**src/rtl/irq_prio_pkg.sv**
```systemverilog
package irq_prio_pkg;

  typedef enum logic [2:0] {
    REG_MASK = 3'd0,
    REG_CTRL = 3'd1,
    REG_THR  = 3'd2,
    REG_PEND = 3'd3,
    REG_SVC  = 3'd4
  } irqReg_t;

  typedef struct packed {
    logic wrMask;
    logic wrCtrl;
    logic wrThr;
    logic ack;
    logic eoi;
  } irqStrobes_t;

endpackage

```
**src/rtl/irq_req_sync.sv**
```systemverilog
module irq_req_sync #(
  parameter int WIDTH = 8
) (
  input  logic             clk,
  input  logic             rstN,
  input  logic [WIDTH-1:0] reqIn,
  output logic [WIDTH-1:0] reqRise
);
  logic [WIDTH-1:0] stage1;
  logic [WIDTH-1:0] stage2;
  logic [WIDTH-1:0] stagePrev;

  always_ff @(posedge clk) begin
    if (!rstN) begin
      stage1    <= '0;
      stage2    <= '0;
      stagePrev <= '0;
    end else begin
      stage1    <= reqIn;
      stage2    <= stage1;
      stagePrev <= stage2;
    end
  end

  assign reqRise = stage2 & ~stagePrev;
endmodule

```
**src/rtl/irq_prio_datapath.sv**
```systemverilog
module irq_prio_datapath
  import irq_prio_pkg::*;
#(
  parameter int NUM_SRC    = 8,
  parameter int NEST_DEPTH = 8,
  parameter int DATA_W     = 16,
  localparam int IDXW = $clog2(NUM_SRC),
  localparam int PRIW = $clog2(NUM_SRC + 1),
  localparam int CW   = $clog2(NEST_DEPTH + 1)
) (
  input  logic                clk,
  input  logic                rstN,
  input  irqStrobes_t         stb,
  input  logic [DATA_W-1:0]   wrData,
  input  logic [NUM_SRC-1:0]  reqRise,
  output logic                irqOut,
  output logic [IDXW-1:0]     vecIdx,
  output logic [NUM_SRC-1:0]  maskReg,
  output logic                gEn,
  output logic [IDXW-1:0]     thrReg,
  output logic [NUM_SRC-1:0]  pend,
  output logic [CW-1:0]       depth
);
  logic [IDXW-1:0]    stk [NEST_DEPTH];
  logic [PRIW-1:0]    curPri;
  logic [NUM_SRC-1:0] elig;
  logic               stackFull;
  logic               doPush;
  logic               doPop;
  logic [CW-1:0]      pushSlot;

  // configuration registers
  always_ff @(posedge clk) begin
    if (!rstN) begin
      maskReg <= '0;
      gEn     <= 1'b0;
      thrReg  <= IDXW'(NUM_SRC - 1);
    end else begin
      if (stb.wrMask) maskReg <= wrData[NUM_SRC-1:0];
      if (stb.wrCtrl) gEn     <= wrData[0];
      if (stb.wrThr)  thrReg  <= wrData[IDXW-1:0];
    end
  end

  // pending bits: a new edge wins over a same-cycle acknowledge
  always_ff @(posedge clk) begin
    if (!rstN) begin
      pend <= '0;
    end else begin
      for (int i = 0; i < NUM_SRC; i++) begin
        if (reqRise[i])
          pend[i] <= 1'b1;
        else if (stb.ack && vecIdx == IDXW'(i))
          pend[i] <= 1'b0;
      end
    end
  end

  // in-service stack
  assign stackFull = (depth == CW'(NEST_DEPTH));
  assign doPush    = stb.ack;
  assign doPop     = stb.eoi && (depth != '0);
  assign pushSlot  = doPop ? depth - CW'(1) : depth;

  always_ff @(posedge clk) begin
    if (!rstN) begin
      depth <= '0;
    end else if (doPush && !doPop) begin
      depth <= depth + CW'(1);
    end else if (doPop && !doPush) begin
      depth <= depth - CW'(1);
    end
  end

  always_ff @(posedge clk) begin
    if (!rstN) begin
      for (int e = 0; e < NEST_DEPTH; e++) stk[e] <= '0;
    end else begin
      for (int e = 0; e < NEST_DEPTH; e++)
        if (doPush && pushSlot == CW'(e)) stk[e] <= vecIdx;
    end
  end

  always_comb begin
    curPri = PRIW'(NUM_SRC);
    for (int e = 0; e < NEST_DEPTH; e++)
      if (depth == CW'(e + 1)) curPri = PRIW'(stk[e]);
  end

  // per-source eligibility
  for (genvar i = 0; i < NUM_SRC; i++) begin : g_elig
    if (i == 0) begin : g_nmi
      assign elig[i] = pend[i] && (PRIW'(i) < curPri) && !stackFull;
    end else begin : g_mask
      assign elig[i] = pend[i] && gEn && maskReg[i] && (IDXW'(i) <= thrReg)
                       && (PRIW'(i) < curPri) && !stackFull;
    end

    p_pend_kept_r2: assert property (@(posedge clk) disable iff (!rstN)
      (pend[i] && !(stb.ack && vecIdx == IDXW'(i))) |=> pend[i]);

    p_ack_clears_r7: assert property (@(posedge clk) disable iff (!rstN)
      (stb.ack && vecIdx == IDXW'(i) && !reqRise[i]) |=> !pend[i]);
  end

  // fixed priority: lowest index wins
  always_comb begin
    vecIdx = '0;
    for (int i = NUM_SRC - 1; i >= 0; i--)
      if (elig[i]) vecIdx = IDXW'(i);
  end

  assign irqOut = |elig;

  p_masked_r3: assert property (@(posedge clk) disable iff (!rstN)
    (irqOut && vecIdx != '0) |-> (gEn && maskReg[vecIdx]));

  p_nmi_r4: assert property (@(posedge clk) disable iff (!rstN)
    (pend[0] && depth == '0) |-> (irqOut && vecIdx == '0));

  p_thresh_r5: assert property (@(posedge clk) disable iff (!rstN)
    (irqOut && vecIdx != '0) |-> (vecIdx <= thrReg));

  p_push_r7: assert property (@(posedge clk) disable iff (!rstN)
    (stb.ack && !stb.eoi) |=> (depth == $past(depth) + CW'(1)));

  p_pop_r8: assert property (@(posedge clk) disable iff (!rstN)
    (stb.eoi && !stb.ack && depth != '0) |=> (depth == $past(depth) - CW'(1)));

  p_preempt_strict_r8: assert property (@(posedge clk) disable iff (!rstN)
    irqOut |-> (PRIW'(vecIdx) < curPri));

  p_full_hold_r12: assert property (@(posedge clk) disable iff (!rstN)
    (depth == CW'(NEST_DEPTH)) |-> !irqOut);
endmodule

```
**src/rtl/irq_prio_control.sv**
```systemverilog
module irq_prio_control
  import irq_prio_pkg::*;
#(
  parameter int NUM_SRC    = 8,
  parameter int NEST_DEPTH = 8,
  parameter int DATA_W     = 16,
  localparam int IDXW = $clog2(NUM_SRC),
  localparam int CW   = $clog2(NEST_DEPTH + 1)
) (
  input  logic               regWrEn,
  input  logic [2:0]         regAddr,
  input  logic               ackStrobe,
  input  logic               irqOut,
  input  logic [NUM_SRC-1:0] maskReg,
  input  logic               gEn,
  input  logic [IDXW-1:0]    thrReg,
  input  logic [NUM_SRC-1:0] pend,
  input  logic [CW-1:0]      depth,
  output irqStrobes_t        stb,
  output logic [DATA_W-1:0]  regRdData
);
  always_comb begin
    stb        = '0;
    stb.ack    = ackStrobe && irqOut;
    stb.wrMask = regWrEn && (regAddr == REG_MASK);
    stb.wrCtrl = regWrEn && (regAddr == REG_CTRL);
    stb.wrThr  = regWrEn && (regAddr == REG_THR);
    stb.eoi    = regWrEn && (regAddr == REG_SVC);
  end

  always_comb begin
    case (regAddr)
      REG_MASK: regRdData = DATA_W'(maskReg);
      REG_CTRL: regRdData = DATA_W'(gEn);
      REG_THR:  regRdData = DATA_W'(thrReg);
      REG_PEND: regRdData = DATA_W'(pend);
      REG_SVC:  regRdData = DATA_W'(depth);
      default:  regRdData = '0;
    endcase
  end
endmodule

```
**src/rtl/irq_prio_ctrl.sv**
```systemverilog
module irq_prio_ctrl
  import irq_prio_pkg::*;
#(
  parameter int NUM_SRC    = 8,
  parameter int NEST_DEPTH = 8,
  parameter int DATA_W     = 16,
  localparam int IDXW = $clog2(NUM_SRC),
  localparam int CW   = $clog2(NEST_DEPTH + 1)
) (
  input  logic               clk,
  input  logic               rstN,
  input  logic [NUM_SRC-1:0] reqIn,
  input  logic               regWrEn,
  input  logic [2:0]         regAddr,
  input  logic [DATA_W-1:0]  regWrData,
  output logic [DATA_W-1:0]  regRdData,
  input  logic               ackStrobe,
  output logic               irqOut,
  output logic [IDXW-1:0]    vecIdx
);
  irqStrobes_t        stb;
  logic [NUM_SRC-1:0] reqRise;
  logic [NUM_SRC-1:0] maskReg;
  logic [NUM_SRC-1:0] pend;
  logic               gEn;
  logic [IDXW-1:0]    thrReg;
  logic [CW-1:0]      depth;

  irq_req_sync #(.WIDTH(NUM_SRC)) u_sync (
    .clk(clk), .rstN(rstN), .reqIn(reqIn), .reqRise(reqRise)
  );

  irq_prio_control #(.NUM_SRC(NUM_SRC), .NEST_DEPTH(NEST_DEPTH), .DATA_W(DATA_W)) u_ctl (
    .regWrEn(regWrEn), .regAddr(regAddr), .ackStrobe(ackStrobe), .irqOut(irqOut),
    .maskReg(maskReg), .gEn(gEn), .thrReg(thrReg), .pend(pend), .depth(depth),
    .stb(stb), .regRdData(regRdData)
  );

  irq_prio_datapath #(.NUM_SRC(NUM_SRC), .NEST_DEPTH(NEST_DEPTH), .DATA_W(DATA_W)) u_dp (
    .clk(clk), .rstN(rstN), .stb(stb), .wrData(regWrData), .reqRise(reqRise),
    .irqOut(irqOut), .vecIdx(vecIdx), .maskReg(maskReg), .gEn(gEn),
    .thrReg(thrReg), .pend(pend), .depth(depth)
  );
endmodule

```
**config.mk**
```make
export PLATFORM = sky130hd
export DESIGN_NAME = irq_prio_ctrl
export DESIGN_NICKNAME = d
export VERILOG_FILES = /design/src/rtl/irq_prio_pkg.sv /design/src/rtl/irq_req_sync.sv /design/src/rtl/irq_prio_datapath.sv /design/src/rtl/irq_prio_control.sv /design/src/rtl/irq_prio_ctrl.sv
export SDC_FILE = /design/constraint.sdc
export NUM_CORES = 1
export LEC_CHECK = 0
export CAP_MARGIN = 30
export CORE_MARGIN = 1.5
export CORE_UTILIZATION = 50
export CTS_BUF_LIST = sky130_fd_sc_hd__clkbuf_4
export CTS_CLUSTER_SIZE = 10
export DETAILED_ROUTE_END_ITERATION = 10
export PLACE_DENSITY = 0.84
export SLEW_MARGIN = 25
export SYNTH_ARGS = -nofsm -noshare
export SYNTH_HDL_FRONTEND = slang
export SYNTH_HIERARCHICAL = 1
export SYNTH_SLANG_ARGS = --single-unit
```
**constraint.sdc**
```tcl
create_clock -name clk -period 4.1 [get_ports clk]
set_clock_uncertainty 0.2 [all_clocks]
set_input_delay 1.025 -clock clk [delete_from_list [all_inputs] [get_ports clk]]
set_output_delay 1.025 -clock clk [all_outputs]
set_load 0.02 [all_outputs]
```
==> metrics.txt <==
worst endpoint required time=between 2000 and 3000 ps; Hold Path Class=reg2reg; setup ws final=-79.4 ps; P_leak=around 1.9 nW; GR Overflow Total=0; ys flop type=dfxtp_1; CTS Buf Count=9; top routing layer in use=met4; worst-margin pin slew=~750 ps; Final Instance Area=roughly 4900 µm²; Max Slew Vio Count=0; WL met1=4.04 mm; Vias/cell=roughly 5.7; Vias=between 3,000 and 4,000; syn_area_per_cell=around 9.5 µm²; PortBufs=34; clock tree buffer depth=2; CP arrival=approximately 3000 ps; CTS tree=yes; Top cell by count, worst path=buf_4; Hold Fails Final Rpt=0; DRC=0; Die Span X=around 90 µm; initial antenna violation count=0; Max VDD drop=around 0.25 mV; worst reg2reg path depth=15; Sw Ratio=0.277; Ys Warns=6; Root Driver=clkbuf_4; GPL Wtd Cong=0.929; violated checks=negative setup slack; utilization of the core after routing=0.675; global-route wire length before repair=roughly 15 mm; critical path, cell by cell=ha_2, buf_4, buf_4, a211o_1, a32oi_1, nand2_2, maj3_2, o211a_1, o31ai_4, buf_6; sequential element share of the synthesized area=0.445; core area=~7300 µm²; post-route ant nets=0; status=finished with violations; Logic pwr share=0.164; Reg2Reg Launch Point=u_dp/depth[0]; WHS Path Cells=1; Async SR Flop Fraction=0; Critical-path top delay cell=dfxtp_4; Pwr Density=about 320 nW/µm²; Final #Nets=approximately 520; Multi-input gate area=2110 µm²; Initial Util=0.518; crit path from=u_dp/depth[0]; Crit. End Element=primary output; Max Clock Freq=roughly 240 MHz; register area=approximately 1700 µm²; drt first-iter violations=roughly 230; Clk Latency, worst-skew pair=440 ps; area grow syn2layout=30.3%; critical path type=reg2out; CTS clk-pin slew, worst paths=approximately 140 ps; post-DP HPWL=about 6.7 mm; Critical R2R Capture=u_dp/stk[1][0]; Worst slew margin=0.495; Hold Path Origin=u_sync/stage1[4]; Flop pwr share=0.493; crit path max fanout=5; switching power=approximately 0.44 mW; fin crit period=approximately 4200 ps; DP Area=4480 µm²; IO Count=51; ant diodes=0; Setup Viol. Count Final=3; share of cells above drive strength 1=0.287; RSZ-0062 raised after global routing=yes; # fillers=between 500 and 600; wire length on met3=about 600 µm; count of different cell masters after synthesis=70; max incr delay on CP=between 300 and 400 ps; internal power=between 1 and 1.5 mW; number of synthesized flops with an enable pin=24; met2 wire len=between 4 and 5 mm; vias in the first global route=roughly 3,300; htree depth=3; overall power=1.59 mW; Hold EP=u_sync/stage2[4]; clk sinks=around 70; CP startpoint kind=register; total track usage=0.237; Clk network pwr share=0.343; R2R Setup Slk=~300 ps; final worst path period share=1.02; Routed wire per std cell=16.3 µm; Netlist Area Pre-Place=about 3800 µm²; drt pass-1 iters=5; Rows=31; max-cap violations=0; DRT Wirelength=roughly 9.5 mm; full die area=approximately 8000 µm²; Synth Register Bits=between 70 and 80; pin count of the biggest net entering global routing=32; synthesized instance count=approximately 400; Die Ht=~90 µm
[metal layers]
layer	track usage	vias up
met3	0.0533	31
met4	0.111	0
met5	0	-
li1	-	1568
met2	0.404	139
met1	0.284	1581
[final cells by class]
class | instances | share of cell area
timing repair buffer | 91 | 0.158
inverter | 12 | 0.00966
clock buffer | 9 | 0.0137
clock inverter | 7 | 0.0221
tap | 99 | 0.0252
multi-input combinational | 296 | 0.428
sequential | 72 | 0.343
[synthesized netlist by cell type, types with 8 or more instances]
cell type | n | share of area
dfxtp_1 | 48 | 0.25
nor2_1 | 47 | 0.047
nand2_1 | 31 | 0.031
edfxtp_1 | 24 | 0.19
a21oi_1 | 20 | 0.026
and2_1 | 19 | 0.031
mux2i_1 | 17 | 0.045
nor2b_1 | 13 | 0.022
o21ai_0 | 13 | 0.017
inv_1 | 11 | 0.011
and2_2 | 9 | 0.018
buf_4 | 9 | 0.018
nand3b_1 | 8 | 0.016
[power groups by stage]
stage          Combinational (mW)  Clock, mW  Sequential (mW)
3_5_place_dp                0.226          0            0.796
3_3_place_gp                0.220          0            0.794
2_1_floorplan               0.142          0            0.789
6_report                    0.260      0.545            0.782
5_1_grt                     0.280      0.580            0.785
4_1_cts                     0.240      0.555            0.782
[stage by stage]
step	cells	hold WS, ps	setup slack (ps)	TNS [ps]
floorplan	405	212	301	0
global route	586	268	-192	-575
finish	586	255	-79.4	-151
global placement	564	215	-249	-710
CTS	582	255	-95.3	-331
detailed placement	564	223	-311	-955
[flip-flops by register name, indices dropped and copies added, names as in the netlist]
register,flops
u_dp/pend,8
u_sync/stagePrev,8
u_dp/maskReg,8
u_sync/stage1,8
u_dp/stk,24
u_dp/thrReg,3
u_dp/gEn,1
u_sync/stage2,8
u_dp/depth,4
[worst max-delay path: cells and delay by family (launching register included)]
family                     cells  cell delay, ps
buffers and inverters          3             440
AOI/OAI and AO/OA              4            1040
and+or+nand+nor                1             120
DFF                            1             390
adders and majority gates      2             530
[worst max-delay path by stage]
| stage | end | cells after the start | slack (ps) |
|---|---|---|---|
| final | vecIdx[0] | 10 | -80 |
| after global routing | vecIdx[0] | 10 | -190 |
| after CTS | vecIdx[1] | 11 | -100 |
| after detailed placement | vecIdx[1] | 13 | -310 |
| after global placement | vecIdx[1] | 12 | -250 |
| after floorplan | vecIdx[1] | 10 | 300 |
[layout by cell type (no fill, tap or decap), types with 7 or more instances in the layout]
cell type | netlist | routed
a21oi_1 | 20 | 17
and2_1 | 19 | 19
and2_2 | 9 | 9
buf_4 | 9 | 56
clkbuf_4 | 0 | 9
clkdlybuf4s50_1 | 0 | 30
conb_1 | 1 | 8
dfxtp_1 | 48 | 46
edfxtp_1 | 24 | 24
inv_1 | 11 | 9
mux2i_1 | 17 | 17
nand2_1 | 31 | 30
nand3b_1 | 8 | 8
nor2_1 | 47 | 47
nor2b_1 | 13 | 12
o21ai_0 | 13 | 11
or3_1 | 7 | 7
[what timing repair did]
action                     4_1_cts  5_1_grt
setup endpoints to repair        4        7
pin swaps                       12        9
resized for setup               50       18
hold buffers                     0        0
setup buffers                    3        4
hold endpoints to repair         0        0
gates cloned                     0        0
[cells by family after synthesis]
kind of cell,after synthesis,share of synthesized area
and+or+nand+nor,176,0.249
other,1,0.000992
buffers and inverters,37,0.0563
AOI/OAI and AO/OA,84,0.172
DFF,72,0.445
muxes,18,0.0480
xor gates and xnor gates,4,0.00927
adders and majority gates,6,0.0195
Power figures use the tool's default switching activity.
